===== config.mk =====
export PLATFORM = sky130hd
export DESIGN_NAME = bit_manip_unit
export DESIGN_NICKNAME = d
export VERILOG_FILES = /design/src/rtl/bmu_pkg.sv /design/src/rtl/bmu_decode.sv /design/src/rtl/bmu_bitop.sv /design/src/rtl/bmu_ctrl.sv /design/src/rtl/bit_manip_unit.sv
export SDC_FILE = /design/constraint.sdc
export NUM_CORES = 1
export LEC_CHECK = 0
export ABC_CLOCK_PERIOD_IN_PS = 6750
export BUFFER_PORTS_ARGS = -buffer_cell sky130_fd_sc_hd__buf_4
export CAP_MARGIN = 20
export CORE_MARGIN = 10
export CORE_UTILIZATION = 30
export CTS_CLUSTER_DIAMETER = 60
export DETAILED_ROUTE_END_ITERATION = 16
export PLACE_DENSITY = 0.52
export SETUP_SLACK_MARGIN = 0.4
export SYNTH_ARGS = -nofsm -noshare
export SYNTH_HDL_FRONTEND = slang
export SYNTH_SLANG_ARGS = --single-unit

===== constraint.sdc =====
create_clock -name clk -period 6.75 [get_ports clk]
set_input_delay 0.675 -clock clk [delete_from_list [all_inputs] [get_ports clk]]
set_output_delay 0.675 -clock clk [all_outputs]
set_load 0.005 [all_outputs]

===== src/rtl/bmu_pkg.sv =====
// Package: shared types and instruction form table for the bit
// manipulation unit. Assumes a 16-bit instruction word with the
// form selected by bits 15:12, 8:6 and (for some forms) bit 3.
package bmu_pkg;

    localparam int unsigned OP_W      = 16;
    localparam int unsigned RIDX_W    = 3;
    localparam int unsigned IMM_W     = 4;
    localparam int unsigned NUM_FORMS = 6;

    typedef enum logic [1:0] {
        BOP_TEST = 2'd0,
        BOP_SET  = 2'd1,
        BOP_CLR  = 2'd2,
        BOP_FLIP = 2'd3
    } bop_e;

    typedef struct packed {
        logic              hit;
        logic              is_mem;
        logic              seg;
        logic              imm;
        bop_e              bop;
        logic [RIDX_W-1:0] rd_idx;
        logic [RIDX_W-1:0] rs_idx;
        logic [IMM_W-1:0]  imm_n;
    } dec_t;

    // Form table: index 0 reg/reg, 1 reg/imm, 2 mem/imm, 3 seg mem/imm,
    // 4 mem/reg, 5 seg mem/reg.
    localparam logic [0:NUM_FORMS-1][OP_W-1:0] FORM_MASK = '{
        16'hF1C8, 16'hF1C0, 16'hF1C0, 16'hF1C0, 16'hF1C8, 16'hF1C8
    };
    localparam logic [0:NUM_FORMS-1][OP_W-1:0] FORM_MATCH = '{
        16'hE000, 16'hE040, 16'hE180, 16'hE1C0, 16'hE100, 16'hE140
    };
    localparam logic [0:NUM_FORMS-1] FORM_IS_MEM = 6'b001111;
    localparam logic [0:NUM_FORMS-1] FORM_IS_SEG = 6'b000101;
    localparam logic [0:NUM_FORMS-1] FORM_IS_IMM = 6'b011100;

endpackage


===== src/rtl/bmu_decode.sv =====
// Module: bmu_decode
// Purely combinational instruction decoder. Compares the word against
// every form of the table in parallel and extracts the register, operation
// and immediate fields. Assumes the forms are mutually exclusive.
module bmu_decode
    import bmu_pkg::*;
(
    input  logic [OP_W-1:0] op,
    output dec_t            dec
);

    logic [NUM_FORMS-1:0] form_hit;

    // One comparator per instruction form.
    for (genvar f = 0; f < NUM_FORMS; f++) begin : g_form
        assign form_hit[f] = ((op & FORM_MASK[f]) == FORM_MATCH[f]);
    end

    // Merge the per-form attributes of the matching form and extract the fields.
    always_comb begin
        dec        = '0;
        dec.hit    = |form_hit;
        for (int f = 0; f < NUM_FORMS; f++) begin
            if (form_hit[f]) begin
                dec.is_mem = FORM_IS_MEM[f];
                dec.seg    = FORM_IS_SEG[f];
                dec.imm    = FORM_IS_IMM[f];
            end
        end
        dec.bop    = bop_e'(op[5:4]);
        dec.rd_idx = op[11:9];
        dec.rs_idx = op[2:0];
        dec.imm_n  = op[3:0];
    end

endmodule


===== src/rtl/bmu_bitop.sv =====
// Module: bmu_bitop
// Combinational single-bit operator: builds a one-hot mask from the bit
// number and sets, clears or inverts that bit. It also reports the bit's
// current value. Assumes DATA_W is a power of two no larger than 2**BITN_W.
module bmu_bitop
    import bmu_pkg::*;
#(
    parameter int unsigned DATA_W = 16,
    localparam int unsigned BITN_W = $clog2(DATA_W)
) (
    input  bop_e              bop,
    input  logic [DATA_W-1:0] val,
    input  logic [BITN_W-1:0] bitn,
    output logic [DATA_W-1:0] result,
    output logic              bit_tst
);

    logic [DATA_W-1:0] mask;

    // Decoder from bit number to one-hot mask.
    for (genvar i = 0; i < DATA_W; i++) begin : g_mask
        assign mask[i] = (bitn == BITN_W'(i));
    end

    // Apply the selected operation to the operand.
    always_comb begin
        unique case (bop)
            BOP_SET:  result = val | mask;
            BOP_CLR:  result = val & ~mask;
            BOP_FLIP: result = val ^ mask;
            default:  result = val;
        endcase
        bit_tst = |(val & mask);
    end

endmodule


===== src/rtl/bmu_ctrl.sv =====
// Module: bmu_ctrl
// Sequencer and output registers. Register forms finish in the cycle
// after acceptance. Memory forms step through read (held until the data is
// valid) and a single write cycle. Assumes the bit operator outside this
// module is fed from the memory data while in_read is high.
module bmu_ctrl
    import bmu_pkg::*;
#(
    parameter int unsigned DATA_W = 16,
    localparam int unsigned BITN_W = $clog2(DATA_W)
) (
    input  logic              clk,
    input  logic              rst_n,
    input  logic              op_valid,
    output logic              op_ready,
    input  logic              d_hit,
    input  logic              d_mem,
    input  logic              d_seg,
    input  logic              d_imm,
    input  bop_e              d_bop,
    input  logic [RIDX_W-1:0] d_rd,
    input  logic [BITN_W-1:0] d_bitn,
    input  logic [DATA_W-1:0] rd_val,
    input  logic [DATA_W-1:0] op_result,
    input  logic              op_bit,
    input  logic              mem_rvalid,
    output logic              in_read,
    output bop_e              held_bop,
    output logic [BITN_W-1:0] held_bitn,
    output logic              wb_en,
    output logic [RIDX_W-1:0] wb_idx,
    output logic [DATA_W-1:0] wb_data,
    output logic              test_valid,
    output logic              test_bit,
    output logic              illegal,
    output logic              mem_req,
    output logic              mem_we,
    output logic              mem_seg,
    output logic [DATA_W-1:0] mem_addr,
    output logic [DATA_W-1:0] mem_wdata
);

    typedef enum logic [1:0] {
        ST_IDLE  = 2'd0,
        ST_READ  = 2'd1,
        ST_WRITE = 2'd2
    } st_e;

    st_e  state_q;
    logic accept;

    assign op_ready = (state_q == ST_IDLE);
    assign accept   = op_valid && op_ready;
    assign in_read  = (state_q == ST_READ);

    // Advance the sequencer and register every result output.
    always_ff @(posedge clk) begin
        if (!rst_n) begin
            state_q    <= ST_IDLE;
            held_bop   <= BOP_TEST;
            held_bitn  <= '0;
            wb_en      <= 1'b0;
            wb_idx     <= '0;
            wb_data    <= '0;
            test_valid <= 1'b0;
            test_bit   <= 1'b0;
            illegal    <= 1'b0;
            mem_req    <= 1'b0;
            mem_we     <= 1'b0;
            mem_seg    <= 1'b0;
            mem_addr   <= '0;
            mem_wdata  <= '0;
        end else begin
            wb_en      <= 1'b0;
            test_valid <= 1'b0;
            illegal    <= 1'b0;
            unique case (state_q)
                ST_IDLE: begin
                    mem_req <= 1'b0;
                    mem_we  <= 1'b0;
                    if (accept) begin
                        if (!d_hit) begin
                            illegal <= 1'b1;
                        end else if (d_mem) begin
                            state_q   <= ST_READ;
                            mem_req   <= 1'b1;
                            mem_seg   <= d_seg;
                            mem_addr  <= rd_val;
                            held_bop  <= d_bop;
                            held_bitn <= d_bitn;
                        end else if (d_bop == BOP_TEST) begin
                            if (d_imm) begin
                                illegal <= 1'b1;
                            end else begin
                                test_valid <= 1'b1;
                                test_bit   <= op_bit;
                            end
                        end else begin
                            wb_en   <= 1'b1;
                            wb_idx  <= d_rd;
                            wb_data <= op_result;
                        end
                    end
                end
                ST_READ: begin
                    if (mem_rvalid) begin
                        if (held_bop == BOP_TEST) begin
                            test_valid <= 1'b1;
                            test_bit   <= op_bit;
                            mem_req    <= 1'b0;
                            state_q    <= ST_IDLE;
                        end else begin
                            mem_we    <= 1'b1;
                            mem_wdata <= op_result;
                            state_q   <= ST_WRITE;
                        end
                    end
                end
                default: begin
                    mem_req <= 1'b0;
                    mem_we  <= 1'b0;
                    state_q <= ST_IDLE;
                end
            endcase
        end
    end

endmodule


===== src/rtl/bit_manip_unit.sv =====
// Module: bit_manip_unit
// Top of the bit manipulation unit: decoder, one shared bit operator and
// the sequencer. The bit operator works on the register operand when idle
// and on the returned memory word during a read. Assumes register file
// read data for rd_sel/rs_sel arrives in the same cycle as the index.
module bit_manip_unit
    import bmu_pkg::*;
#(
    parameter int unsigned DATA_W = 16,
    localparam int unsigned BITN_W = $clog2(DATA_W)
) (
    input  logic              clk,
    input  logic              rst_n,
    input  logic              op_valid,
    input  logic [OP_W-1:0]   op,
    output logic              op_ready,
    output logic [RIDX_W-1:0] rd_sel,
    output logic [RIDX_W-1:0] rs_sel,
    input  logic [DATA_W-1:0] rd_val,
    input  logic [DATA_W-1:0] rs_val,
    output logic              wb_en,
    output logic [RIDX_W-1:0] wb_idx,
    output logic [DATA_W-1:0] wb_data,
    output logic              test_valid,
    output logic              test_bit,
    output logic              illegal,
    output logic              mem_req,
    output logic              mem_we,
    output logic              mem_seg,
    output logic [DATA_W-1:0] mem_addr,
    output logic [DATA_W-1:0] mem_wdata,
    input  logic [DATA_W-1:0] mem_rdata,
    input  logic              mem_rvalid
);

    dec_t              dec;
    logic [BITN_W-1:0] cur_bitn;
    logic              in_read;
    bop_e              held_bop;
    logic [BITN_W-1:0] held_bitn;
    bop_e              alu_bop;
    logic [DATA_W-1:0] alu_val;
    logic [BITN_W-1:0] alu_bitn;
    logic [DATA_W-1:0] alu_result;
    logic              alu_bit;
    logic              unused_rs_hi;

    bmu_decode u_decode (
        .op  (op),
        .dec (dec)
    );

    assign rd_sel       = dec.rd_idx;
    assign rs_sel       = dec.rs_idx;
    assign unused_rs_hi = ^rs_val[DATA_W-1:BITN_W];

    // Pick the bit number: the immediate field or the low bits of the source register.
    always_comb begin
        cur_bitn = dec.imm ? BITN_W'(dec.imm_n) : rs_val[BITN_W-1:0];
    end

    // Steer the shared bit operator to the register or the memory operand.
    always_comb begin
        alu_bop  = in_read ? held_bop  : dec.bop;
        alu_val  = in_read ? mem_rdata : rd_val;
        alu_bitn = in_read ? held_bitn : cur_bitn;
    end

    bmu_bitop #(.DATA_W(DATA_W)) u_bitop (
        .bop     (alu_bop),
        .val     (alu_val),
        .bitn    (alu_bitn),
        .result  (alu_result),
        .bit_tst (alu_bit)
    );

    bmu_ctrl #(.DATA_W(DATA_W)) u_ctrl (
        .clk        (clk),
        .rst_n      (rst_n),
        .op_valid   (op_valid),
        .op_ready   (op_ready),
        .d_hit      (dec.hit),
        .d_mem      (dec.is_mem),
        .d_seg      (dec.seg),
        .d_imm      (dec.imm),
        .d_bop      (dec.bop),
        .d_rd       (dec.rd_idx),
        .d_bitn     (cur_bitn),
        .rd_val     (rd_val),
        .op_result  (alu_result),
        .op_bit     (alu_bit),
        .mem_rvalid (mem_rvalid),
        .in_read    (in_read),
        .held_bop   (held_bop),
        .held_bitn  (held_bitn),
        .wb_en      (wb_en),
        .wb_idx     (wb_idx),
        .wb_data    (wb_data),
        .test_valid (test_valid),
        .test_bit   (test_bit),
        .illegal    (illegal),
        .mem_req    (mem_req),
        .mem_we     (mem_we),
        .mem_seg    (mem_seg),
        .mem_addr   (mem_addr),
        .mem_wdata  (mem_wdata)
    );

endmodule


; Word level (Yosys, flattened, before mapping)
; Cells that the tools add are included.
[word_totals]
latch_bits = 0
ram_bits = 0
mem_bits_ro = 0
memories = 0
ff_bits = 66
[classes]
muxes = 43
n_addsub = 0
mul = 0
n_eq_ne = 33
n_bitwise = 12
div_mod_pow = 0
n_reduce_logical = 18
shift = 0
n_lt_le_gt_ge = 0
[ops]
columns = operator, count
row1 = $pmux 16 s3, 1
row2 = $and 16x16->16, 2
row3 = $eq 4x4->1 const B, 8
row4 = $mux 1, 25
row5 = $eq 8x8->1 const B, 3
row6 = $eq 7x7->1 const B, 3
row7 = $eq 4x3->1 const B, 4
row8 = $mux 16, 1
row9 = $not 16->16, 1
row10 = $or 16x16->16, 1
row11 = $reduce_or 16->1, 1
row12 = $xor 16x16->16, 1
row13 = $ne 2x2->1 const B, 7
row14 = $mux 2, 6
row15 = $mux 3, 4
row16 = $eq 4x2->1 const B, 2
row17 = $mux 4, 2
row18 = $reduce_and 4->1, 2
row19 = $reduce_and 8->1, 1
row20 = $not 1->1, 7
row21 = $logic_not 2->1, 3
row22 = $pmux 1 s2, 3
row23 = $reduce_and 2->1, 3
row24 = $reduce_and 3->1, 2
row25 = 11 further kinds, 13

; Logic depth before layout (Yosys ltp)
; Gate-level depths: netlist of run 1.
[logic_depth]
depth_word = 17
ltp_mapped = 11

; Modules after synthesis
; A second synthesis of run 1 with hierarchy kept.
[hier_totals]
hier_cells = 496
area_unflattened_um2 = 4395.5
[by_module_without_submodules]
columns = mod, instances, area_per_inst_um2, cells_each
row1 = bmu_ctrl, 1, 2498.6, 294
row2 = bmu_bitop, 1, 1436.4, 153
row3 = bit_manip_unit, 1, 302.8, 28
row4 = bmu_decode, 1, 157.7, 21

; Least setup slack after synthesis of run 1
; OpenSTA, ideal clock, no wires.
[synth_timing]
path_kind = input-to-reg
startpoint = input op[8]
endpoint = register u_ctrl.wb_data[11]
setup_slack_ps = 3745
t_arrival_ps = 2879
stages = 10
path_buffers = 1
cell_sequence = or3b_2 -> a21oi_1 -> buf_2 -> nor3b_1 -> a41oi_1 -> o22a_1 -> ha_1 -> mux2_2 -> o211ai_1 -> a21boi_0
[synth_between]
elab_chain_cells = 12
word_cells_on_any_way = 22
cone_classes = eq/ne: 7 / mux: 8 / bitwise: 5 / reduce/logical: 2
[synth_lines]
columns = item, line
row1 = from (decl), bit_manip_unit.sv:15  ; input logic [OP_W-1:0] op,
row2 = $eq 7x7->1, bmu_decode.sv:16  ; assign form_hit[f] = ((op & FORM_MASK[f]) == FORM_MATCH[f]);
row3 = $mux 1, bmu_decode.sv:24  ; if (form_hit[f]) begin
row4 = $mux 3 (4 in a row), bmu_decode.sv:24
row5 = $mux 4, bit_manip_unit.sv:59  ; cur_bitn = dec.imm ? BITN_W'(dec.imm_n) : rs_val[BITN_W-1:0];
row6 = $mux 4, bit_manip_unit.sv:66  ; alu_bitn = in_read ? held_bitn : cur_bitn;
row7 = $eq 4x4->1, bmu_bitop.sv:22  ; assign mask[i] = (bitn == BITN_W'(i));
row8 = $not 16->16, bmu_bitop.sv:29  ; BOP_CLR: result = val & ~mask;
row9 = $and 16x16->16, bmu_bitop.sv:29
row10 = $pmux 16 s3, bmu_bitop.sv:27  ; unique case (bop)
row11 = to (signal assigned), bmu_ctrl.sv:101  ; wb_data <= op_result;
row12 = to (decl), bmu_ctrl.sv:32  ; output logic [DATA_W-1:0] wb_data,
; Several ways; a longest one is shown, not always the timed one.
; A chain may end at the register's enable or synchronous reset.

; Worst setup path after layout of run 1
[layout_timing]
startpoint = input op[8]
endpoint = register u_ctrl.wb_data[12]
; Same word-level chain as after synthesis.

==> results of run 1 <==
-- Yosys cell counts (all sizes together) (8+ instances only) --
cell type  instances  area [µm²]
buf               24         150
dfxtp             66        1320
o21ai             19        95.1
nor3b             10        75.1
ha                48         601
clkbuf            14        52.6
o22ai             17         106
o22a              15         131
nor4               8        56.3
o211ai            15         113
mux2i             33         334
a22o               9        78.8
nand2             80         300
nor2              11        43.8
inv               23        86.3
a21boi            30         225
-- worst reg2reg max path, cell delays in order, from the launching register on --
cell      delay [ns]
dfxtp_1         0.39
nor2b_4         0.16
buf_4           0.45
nor2_1          0.12
a31oi_1         0.67
o32a_1          0.32
ha_1            0.24
mux2i_1         0.13
o221ai_1        0.28
o221a_1         0.31
-- flip-flops by register name, summed over array words and instances (netlist names) --
name and flops:
u_ctrl.mem_addr 16, u_ctrl.mem_wdata 16, u_ctrl.wb_data 16, u_ctrl.held_bitn 4, u_ctrl.wb_idx 3, u_ctrl.held_bop 2, u_ctrl.state_q 2, u_ctrl.illegal 1
u_ctrl.mem_req 1, u_ctrl.mem_seg 1, u_ctrl.mem_we 1, u_ctrl.test_bit 1, u_ctrl.test_valid 1, u_ctrl.wb_en 1
-- kinds of logic after synthesis --
family,Yosys count,synth area share
simple gates,146,0.167
compound gates,143,0.239
flops,66,0.298
buf+inv,62,0.0673
fa+ha+maj,48,0.136
mux,40,0.0933
-- power groups by stage --
stage	logic [mW]	clock network (mW)	registers, mW
5_1_grt	0.156	0.463	0.393
3_3_place_gp	0.137	0	0.401
2_1_floorplan	0.0774	0	0.401
3_5_place_dp	0.140	0	0.401
4_1_cts	0.141	0.444	0.393
6_report	0.141	0.433	0.393
-- worst max-delay path by stage --
stage                     startpoint            endpoint  slack, ns  depth (start not counted)
after global routing           op[8]  u_ctrl.wb_data[14]       3.06                         11
after CTS                      op[8]  u_ctrl.wb_data[12]       3.31                         11
after floorplan                op[8]  u_ctrl.wb_data[11]       3.74                         10
after global placement         op[8]     u_ctrl.test_bit       2.99                         12
after detailed placement       op[8]  u_ctrl.wb_data[12]       2.96                         11
final                          op[8]  u_ctrl.wb_data[12]       3.26                         11
-- routing by layer --
metal	routed length [µm]	GRT usage	vias up
li1	-	-	2026
met1	6770	0.176	1991
met2	7050	0.240	92
met3	686	0.0330	9
met4	150	0.0527	0
met5	0	0	-
-- final cells by class --
| class | instances | share of cell area |
|---|---|---|
| multi-input cells | 377 | 0.497 |
| clock inverters | 5 | 0.00527 |
| well taps | 184 | 0.0404 |
| repair buffers | 126 | 0.167 |
| clock buffers | 11 | 0.0426 |
| inverters | 23 | 0.0152 |
| flip-flops and latches | 66 | 0.232 |
-- through the flow --
step                area [µm²]  hold WS, ns
finish                    5700        0.439
global route              5700        0.464
CTS                       5680        0.444
detailed placement        5410        0.436
global placement          5400        0.433
floorplan                 4430        0.435
==> impl_metrics.csv, run 1 <==
group,metric,value,unit
run_status,status,"complete, no violations",
drt,first_pass_iters,4,
critical_path,path_max_fanout,20,
floorplan,dieArea,0.0200,mm²
clocking,clockRootBuffer,"clkbuf_16",
yosys,synth.distinct_cells,55,
drt,drt_iter0_drc,192,
clocking,cts_resized,0,
pwr,seqPwrFrac,0.406,
final_layout,nNetsFinal,719,
placement,dp_cells,775,
worst_hold_path,hold-path-cell-count,2,
sta,skew,0.00702,ns
global_routing,grt_pass1_wl,22.8,mm
sta,finalSetupViolCount,0,
final_layout,ff_latch_area,0.00132,mm²
critical_path,start_kind,"input pin",
critical_path,crit_chain,"buf_4 > or3b_2 > a21oi_1 > buf_4 > nor4_1 > a31oi_1 > o32a_1 > ha_1 > mux2i_1 > o221ai_1 > o221a_1",
drt,wl_per_cell,18.5,µm
worst_hold_path,hp-class,"reg -> reg",
drt,via_per_inst,5.20,
floorplan,chipHeight,141,µm
critical_path,cpLargestDelayFamily,"compound AO/OA/AOI/OAI gates",
placement,hpwl,11.4,mm
final_layout,area_delta_synth_final,28.7,%
sta,period_needed,3.49,ns
floorplan,num_rows,44,
yosys,ys_ff_latch,66,
pwr,power_frac_comb,0.145,
critical_path,crit_top_cell,"buf_4",
yosys,syn_avg_cell_area,8.77,µm²
global_routing,grtUsageTotal,0.144,
yosys,synth_ff_type,"dfxtp_1",
sta,finalCritPeriodShare,0.517,
sta,relSlewSlack,0.338,
placement,io_buffers,120,
global_routing,overflow,0,
critical_path,endpoint_kind,"flip-flop",
clocking,cts_buffers,9,
sta,fin_tns_setup,0,ns
floorplan,die_x,141,µm
sta,slew_violations,0,
global_routing,antenna_found_initial,0,
pwr,leakage,2.38,nW
final_layout,drive_gt1_frac,0.268,
critical_path,reg2reg_slack,3.57,ns
floorplan,design.core.area,0.0145,mm²
final_layout,multi_input_area,0.00283,mm²
pwr,p_int,0.710,mW
placement,globalplace.congestion,0.854,
clocking,cts_max_path_buffers,2,
critical_path,path_buf_inv,2,
clocking,cts_hold_buffers,0,
clocking,clkSlewWorstSetupHoldPaths,0.05,ns
yosys,ys_seq_area_frac,0.298,
pwr,pwr-share-clk,0.448,
worst_hold_path,min-delay-start,"u_ctrl.mem_wdata[6]",
global_routing,grt_max_degree,51,
pwr,finalPower,0.967,mW
clocking,cts_tree,"built",
yosys,syn_nets,621,
yosys,synthCells,505,
clocking,clkSinkCount,66,
final_layout,stdcell_count,792,
floorplan,start_util,0.306,
yosys,synth_edf_count,0,
pwr,p_sw_frac,0.266,
sta,fmaxAchievable,286,MHz
clocking,htree_levels,3,
clocking,cts_setup_buffers,0,
final_layout,final_common_cell,"buf_4",
pwr,powerDensity,170,mW/mm²
yosys,async_flop_share,0,
placement,place_ws,2.96,ns
final_layout,final_cell_mix,"buf_4 (125), nand2_1 (80), dfxtp_1 (66)",
critical_path,crit_type,"in -> reg",
critical_path,slowest_delay,0.65,ns
final_layout,final_core_util,0.394,
drt,drc,0,
job,drv_cap,0,
drt,via_count,4118,
critical_path,reg2reg_depth,9,
critical_path,r2r-start,"u_ctrl.state_q[0]",
sta,hold_viol,0,
sta,fin_ws,3.26,ns
critical_path,required,6.98,ns
critical_path,cp_slowest_cell,"a31oi_1",
yosys,synth.yosys.warnings,0,
sta,rsz0062_at_grt,"no",
final_layout,fill_cells,1496,
worst_hold_path,holdPathEnd,"u_ctrl.mem_wdata[6]",
sta,tightest_slew,0.972,ns
floorplan,io_pins,133,
final_layout,antennaDiodeCount,0,
critical_path,rr_endpoint,"u_ctrl.wb_data[12]",
pwr,p_sw,0.257,mW
yosys,syn_area,0.00443,mm²
drt,ant_nets,0,
critical_path,crit_arrival,3.72,ns
global_routing,grt_pass1_vias,4054,
pwr,peakVddDrop,0.112,mV
drt,drt-total-wl,14.7,mm
clocking,clock_latency,0.34,ns
(Power assumes the default switching activity.)
==> run 2: changes to the inputs <==
--- a/config.mk
+++ b/config.mk
@@ -5,14 +5,14 @@
 export SDC_FILE = /design/constraint.sdc
 export NUM_CORES = 1
 export LEC_CHECK = 0
-export ABC_CLOCK_PERIOD_IN_PS = 6750
+export ABC_CLOCK_PERIOD_IN_PS = 3150
 export BUFFER_PORTS_ARGS = -buffer_cell sky130_fd_sc_hd__buf_4
 export CAP_MARGIN = 20
 export CORE_MARGIN = 10
 export CORE_UTILIZATION = 30
 export CTS_CLUSTER_DIAMETER = 60
 export DETAILED_ROUTE_END_ITERATION = 16
-export PLACE_DENSITY = 0.52
+export PLACE_DENSITY = 0.54
 export SETUP_SLACK_MARGIN = 0.4
 export SYNTH_ARGS = -nofsm -noshare
 export SYNTH_HDL_FRONTEND = slang
==> constraint.sdc (replaced) <==
create_clock -name clk -period 3.15 [get_ports clk]
set_input_delay 0.315 -clock clk [delete_from_list [all_inputs] [get_ports clk]]
set_output_delay 0.315 -clock clk [all_outputs]
set_load 0.005 [all_outputs]
==> impl_metrics.csv, run 2 (same netlist as run 1, synthesis figures left out) <==
group,metric,value,unit
final_layout,nNetsFinal,734,
clocking,clkSinkCount,66,
drt,ant_nets,0,
drt,first_pass_iters,4,
global_routing,overflow,0,
worst_hold_path,hp-class,"in -> reg",
pwr,power_frac_comb,0.142,
worst_hold_path,min-delay-start,"rd_val[11]",
sta,finalSetupViolCount,0,
clocking,cts_buffers,9,
critical_path,crit_type,"in -> reg",
sta,rsz0062_at_grt,"yes",
sta,fin_ws,0.464,ns
critical_path,crit_arrival,2.91,ns
sta,period_needed,2.69,ns
pwr,pwr-share-clk,0.481,
floorplan,chipHeight,141,µm
pwr,powerDensity,380,mW/mm²
floorplan,dieArea,0.0200,mm²
floorplan,design.core.area,0.0145,mm²
job,drv_cap,0,
final_layout,top_regs,"u_ctrl.mem_addr x16, u_ctrl.mem_wdata x16, u_ctrl.wb_data x16",
critical_path,required,3.37,ns
final_layout,final_cell_mix,"buf_4 (140), nand2_1 (80), dfxtp_1 (66)",
critical_path,r2r-start,"u_ctrl.state_q[1]",
run_status,status,"complete, no violations",
sta,fmaxAchievable,372,MHz
drt,wl_per_cell,18.0,µm
floorplan,io_pins,133,
global_routing,grt_pass1_vias,4002,
final_layout,final_core_util,0.406,
critical_path,crit_path_start,"op[8]",
final_layout,drive_gt1_frac,0.295,
clocking,cts_max_path_buffers,2,
global_routing,grt_max_degree,51,
critical_path,path_max_fanout,20,
global_routing,antenna_found_initial,1,
pwr,p_int,1.68,mW
pwr,seqPwrFrac,0.377,
placement,hpwl,11.5,mm
floorplan,start_util,0.306,
critical_path,start_kind,"input pin",
pwr,peakVddDrop,0.245,mV
drt,via_count,4194,
final_layout,area_delta_synth_final,32.9,%
sta,relSlewSlack,0.476,
clocking,clockRootBuffer,"clkbuf_16",
sta,hold_viol,0,
drt,via_per_inst,5.19,
clocking,clock_latency,0.34,ns
clocking,cts_hold_buffers,0,
pwr,p_sw,0.553,mW
clocking,clkSlewWorstSetupHoldPaths,0.06,ns
placement,io_buffers,120,
sta,slew_violations,0,
floorplan,num_rows,44,
placement,place_ws,0.0891,ns
floorplan,die_x,141,µm
sta,finalCritPeriodShare,0.853,
drt,drt_iter0_drc,251,
sta,tightest_slew,0.770,ns
placement,globalplace.congestion,0.879,
final_layout,fill_cells,1486,
clocking,cts_tree,"built",
sta,skew,0.00500,ns
critical_path,endpoint_kind,"flip-flop",
clocking,htree_levels,3,
drt,drt-total-wl,14.5,mm
global_routing,grtUsageTotal,0.138,
drt,drc,0,
final_layout,final_common_cell,"buf_4",
pwr,p_sw_frac,0.248,
global_routing,grt_pass1_wl,22.0,mm
sta,fin_tns_setup,0,ns
pwr,leakage,2.48,nW
run 2: cell types whose count changed in the layout (fill, tap and decap cells not counted), sizes merged:
cell      delta
buf         +15
clkinvlp     -2
bufinv       +2
clkinv       +1
diode        +1
clkbuf       -1
run 2: final cells by class:
class                   instances  area (µm²)  area share
well taps                     184         230      0.0391
clock inverters                 6        91.3      0.0155
inverters                      23        86.3      0.0147
diodes                          1        2.50    0.000425
clock buffers                  10         229      0.0389
repair buffers                141        1060       0.181
multi-input cells             377        2860       0.486
flip-flops and latches         66        1320       0.225
run 2: power groups by stage:
| stage | Clock [mW] | Sequential, mW | Combinational [mW] |
|---|---|---|---|
| floorplan | 0 | 0.859 | 0.166 |
| global placement | 0 | 0.860 | 0.304 |
| detailed placement | 0 | 0.860 | 0.313 |
| CTS | 1.11 | 0.841 | 0.314 |
| global route | 1.14 | 0.841 | 0.349 |
| finish | 1.07 | 0.842 | 0.317 |
run 2: metrics by stage:
stage | power [mW] | area [µm²] | hold slack (ns) | std cells
after detailed placement | 1.17 | 5520 | 0.433 | 791
after global routing | 2.33 | 5880 | 0.249 | 808
after CTS | 2.26 | 5840 | 0.235 | 807
after floorplan | 1.03 | 4430 | 0.435 | 505
after global placement | 1.16 | 5520 | 0.434 | 791
final | 2.23 | 5880 | 0.246 | 808
run 2: critical path, cell delays in order:
cell and delay, ns:
buf_4 0.14, or3b_2 0.46, a21oi_1 0.18, buf_6 0.22, nor4_1 0.08, a31oi_1 0.19
buf_4 0.20, o32a_1 0.19, ha_1 0.24, mux2i_1 0.14, o221ai_1 0.25, o221a_1 0.30
run 2: worst paths after layout:
check             slack, ns             endpoint  cells past startpoint
hold reg to reg        0.44  u_ctrl.mem_wdata[3]                      2
setup / recovery       0.46   u_ctrl.wb_data[12]                     12
setup reg to reg       0.54   u_ctrl.wb_data[12]                     10
hold / removal         0.25  u_ctrl.mem_addr[11]                      3
run 2: routing by layer:
metal  vias to the layer above  global-route usage  routed length (µm)
li1                       2059                   -                   -
met1                      1998               0.162                6220
met2                       121               0.238                7070
met3                        16              0.0401                 965
met4                         0              0.0420                 246
met5                         -                   0                   0
run 2: timing repair:
item	4_1_cts	5_1_grt
resized for setup	0	7
setup endpoints to repair	0	11
buffers inserted	0	0
==> run 3: changes to the inputs <==
--- a/config.mk
+++ b/config.mk
@@ -5,7 +5,7 @@
 export SDC_FILE = /design/constraint.sdc
 export NUM_CORES = 1
 export LEC_CHECK = 0
-export ABC_CLOCK_PERIOD_IN_PS = 3150
+export ABC_AREA = 1
 export BUFFER_PORTS_ARGS = -buffer_cell sky130_fd_sc_hd__buf_4
 export CAP_MARGIN = 20
 export CORE_MARGIN = 10
==> impl_metrics.csv, run 3 <==
group,metric,value,unit
final_layout,final_common_cell,"nand2_1",
yosys,syn_nets,798,
pwr,leakage,2.90,nW
critical_path,path_max_fanout,22,
critical_path,slowest_delay,0.35,ns
placement,globalplace.congestion,0.868,
critical_path,crit_type,"reg -> reg",
sta,fin_tns_setup,0,ns
critical_path,path_buf_inv,3,
global_routing,grt_max_degree,63,
floorplan,start_util,0.306,
final_layout,drive_gt1_frac,0.220,
yosys,syn_area,0.00445,mm²
yosys,ys_top_cells_by_area,"dfxtp_1 (30%), nand2_1 (15%), ha_1 (13%), nor2_1 (12%), o21ai_0 (5.7%)",
drt,drt_iter0_drc,244,
global_routing,grt_pass1_wl,22.1,mm
sta,tightest_slew,0.624,ns
yosys,ys_seq_area_frac,0.297,
floorplan,design.core.area,0.0145,mm²
drt,via_count,4416,
drt,via_per_inst,4.51,
global_routing,antenna_found_initial,0,
yosys,synthCells,682,
critical_path,required,3.38,ns
yosys,synth_ff_type,"dfxtp_1",
critical_path,cpLargestDelayFamily,"simple AND/OR/NAND/NOR gates",
yosys,synth.yosys.warnings,0,
yosys,synth_top_area_cell,"dfxtp_1",
global_routing,gr-usage-met3,0.0327,
global_routing,met1_usage,0.170,
yosys,syn_avg_cell_area,6.53,µm²
worst_hold_path,hp-class,"in -> reg",
floorplan,dieArea,0.0201,mm²
critical_path,crit_top_cell,"nor2_1",
final_layout,top_regs,"u_ctrl.mem_addr x16, u_ctrl.mem_wdata x16, u_ctrl.wb_data x16",
sta,finalCritPeriodShare,0.760,
clocking,clkSinkCount,66,
pwr,finalPower,2.30,mW
final_layout,final_cell_mix,"nand2_1 (172), nor2_1 (137), buf_4 (132)",
run_status,status,"complete, no violations",
clocking,clockRootBuffer,"clkbuf_16",
yosys,yosysTopAreaCellShare,0.297,
final_layout,nNetsFinal,906,
sta,slew_violations,0,
critical_path,crit_chain,"inv_2 > nand2_4 > inv_2 > or2_2 > o21ai_0 > inv_1 > ha_1 > nor2_1 > nand4_1 > nor2_1 > nand3_1 > nand2_1 > nor2_1",
global_routing,use_met2,0.225,
sta,finalSetupViolCount,0,
global_routing,grt_pass1_vias,4169,
clocking,cts_resized,0,
sta,period_needed,2.40,ns
sta,skew,0.00674,ns
critical_path,endpoint_kind,"flip-flop",
floorplan,io_pins,133,
job,drv_cap,0,
floorplan,chipHeight,142,µm
yosys,async_flop_share,0,
yosys,ys_ff_latch,66,
placement,hpwl,10.8,mm
clocking,cts_max_path_buffers,2,
final_layout,area_delta_synth_final,30.9,%
sta,fmaxAchievable,418,MHz
drt,first_pass_iters,4,
clocking,cts_tree,"built",
critical_path,reg2reg_slack,0.75,ns
drt,wl_per_cell,14.3,µm
critical_path,crit_arrival,2.63,ns
placement,io_buffers,120,
drt,ant_nets,0,
drt,drc,0,
floorplan,die_x,142,µm
final_layout,antennaDiodeCount,0,
yosys,yosys.cell_count.top_type,"nand2_1",
clocking,htree_levels,3,
global_routing,overflow,0,
pwr,powerDensity,394,mW/mm²
sta,rsz0062_at_grt,"no",
clocking,clkSlewWorstSetupHoldPaths,0.05,ns
clocking,cts_setup_buffers,0,
yosys,synth_edf_count,0,
global_routing,top_usage_layer,"met2",
sta,relSlewSlack,0.584,
clocking,cts_buffers,9,
pwr,peakVddDrop,0.238,mV
sta,hold_viol,0,
final_layout,fill_cells,1595,
yosys,synth.distinct_cells,27,
clocking,cts_hold_buffers,0,
global_routing,grtUsageTotal,0.137,
critical_path,start_kind,"flip-flop",
clocking,clock_latency,0.34,ns
critical_path,cp_slowest_cell,"dfxtp_1",
floorplan,num_rows,44,
yosys,synth_common_cells,"nand2_1 (172), nor2_1 (138), dfxtp_1 (66)",
drt,drt-total-wl,14.0,mm
-- run 3: cell types whose count changed after synthesis, sizes merged, moves of 32 or more --
cell / before / now
nor2: 11 / 143
nand2: 80 / 178
inv: 23 / 58
mux2i: 33 / 0
nand3: 4 / 36
o21ai: 19 / 51
-- run 3: cell families after synthesis --
group,count (synthesis),share of synthesized area
compound gates,70,0.0801
fa+ha+maj,48,0.135
buf+inv,93,0.0916
flops,66,0.297
simple gates,405,0.397
-- run 3: power breakdown --
part | internal, mW | leakage [nW] | switching [mW]
Clock | 0.756 | 0.165 | 0.385
Sequential | 0.840 | 0.532 | 0.00284
Combinational | 0.130 | 2.21 | 0.186
-- run 3: metal layers --
metal / up-vias / share of wire
met5: - / 0
met4: 0 / 0.015
met3: 10 / 0.061
met2: 91 / 0.47
met1: 1951 / 0.45
li1: 2364 / -
-- run 3: per-stage QoR --
| step | std cells | hold WS (ns) | setup slack (ns) | util | instance area [µm²] |
|---|---|---|---|---|---|
| floorplan | 682 | 0.450 | 1.06 | - | 4450 |
| global placement | 963 | 0.459 | 0.541 | 0.377 | 5480 |
| detailed placement | 963 | 0.461 | 0.515 | 0.377 | 5480 |
| CTS | 979 | 0.201 | 0.571 | 0.401 | 5820 |
| global route | 979 | 0.230 | 0.486 | 0.401 | 5830 |
| finish | 979 | 0.212 | 0.755 | 0.401 | 5830 |
-- run 3: final cells by class --
type,count,area [µm²],area share
clock buffers,12,267,0.0457
repair buffers,132,991,0.170
well taps,184,230,0.0395
clock inverters,4,72.6,0.0124
multi-input cells,523,2730,0.468
flip-flops and latches,66,1320,0.227
inverters,58,218,0.0373
-- run 3: worst register-to-register path, stage by stage, from the launching register on --
cell	delay (ns)
dfxtp_1	0.35
inv_2	0.08
nand2_4	0.19
inv_2	0.23
or2_2	0.33
o21ai_0	0.21
inv_1	0.14
ha_1	0.22
nor2_1	0.10
nand4_1	0.11
nor2_1	0.13
nand3_1	0.08
nand2_1	0.07
nor2_1	0.04
-- run 3: worst paths after layout --
kind / cells after the start / to / startpoint
worst min register to register: 2 / u_ctrl.mem_req / u_ctrl.mem_req
worst max-delay path: 13 / u_ctrl.test_bit / u_ctrl.state_q[1]
worst max register to register: 13 / u_ctrl.test_bit / u_ctrl.state_q[1]
worst min-delay path: 3 / u_ctrl.wb_idx[2] / op[11]
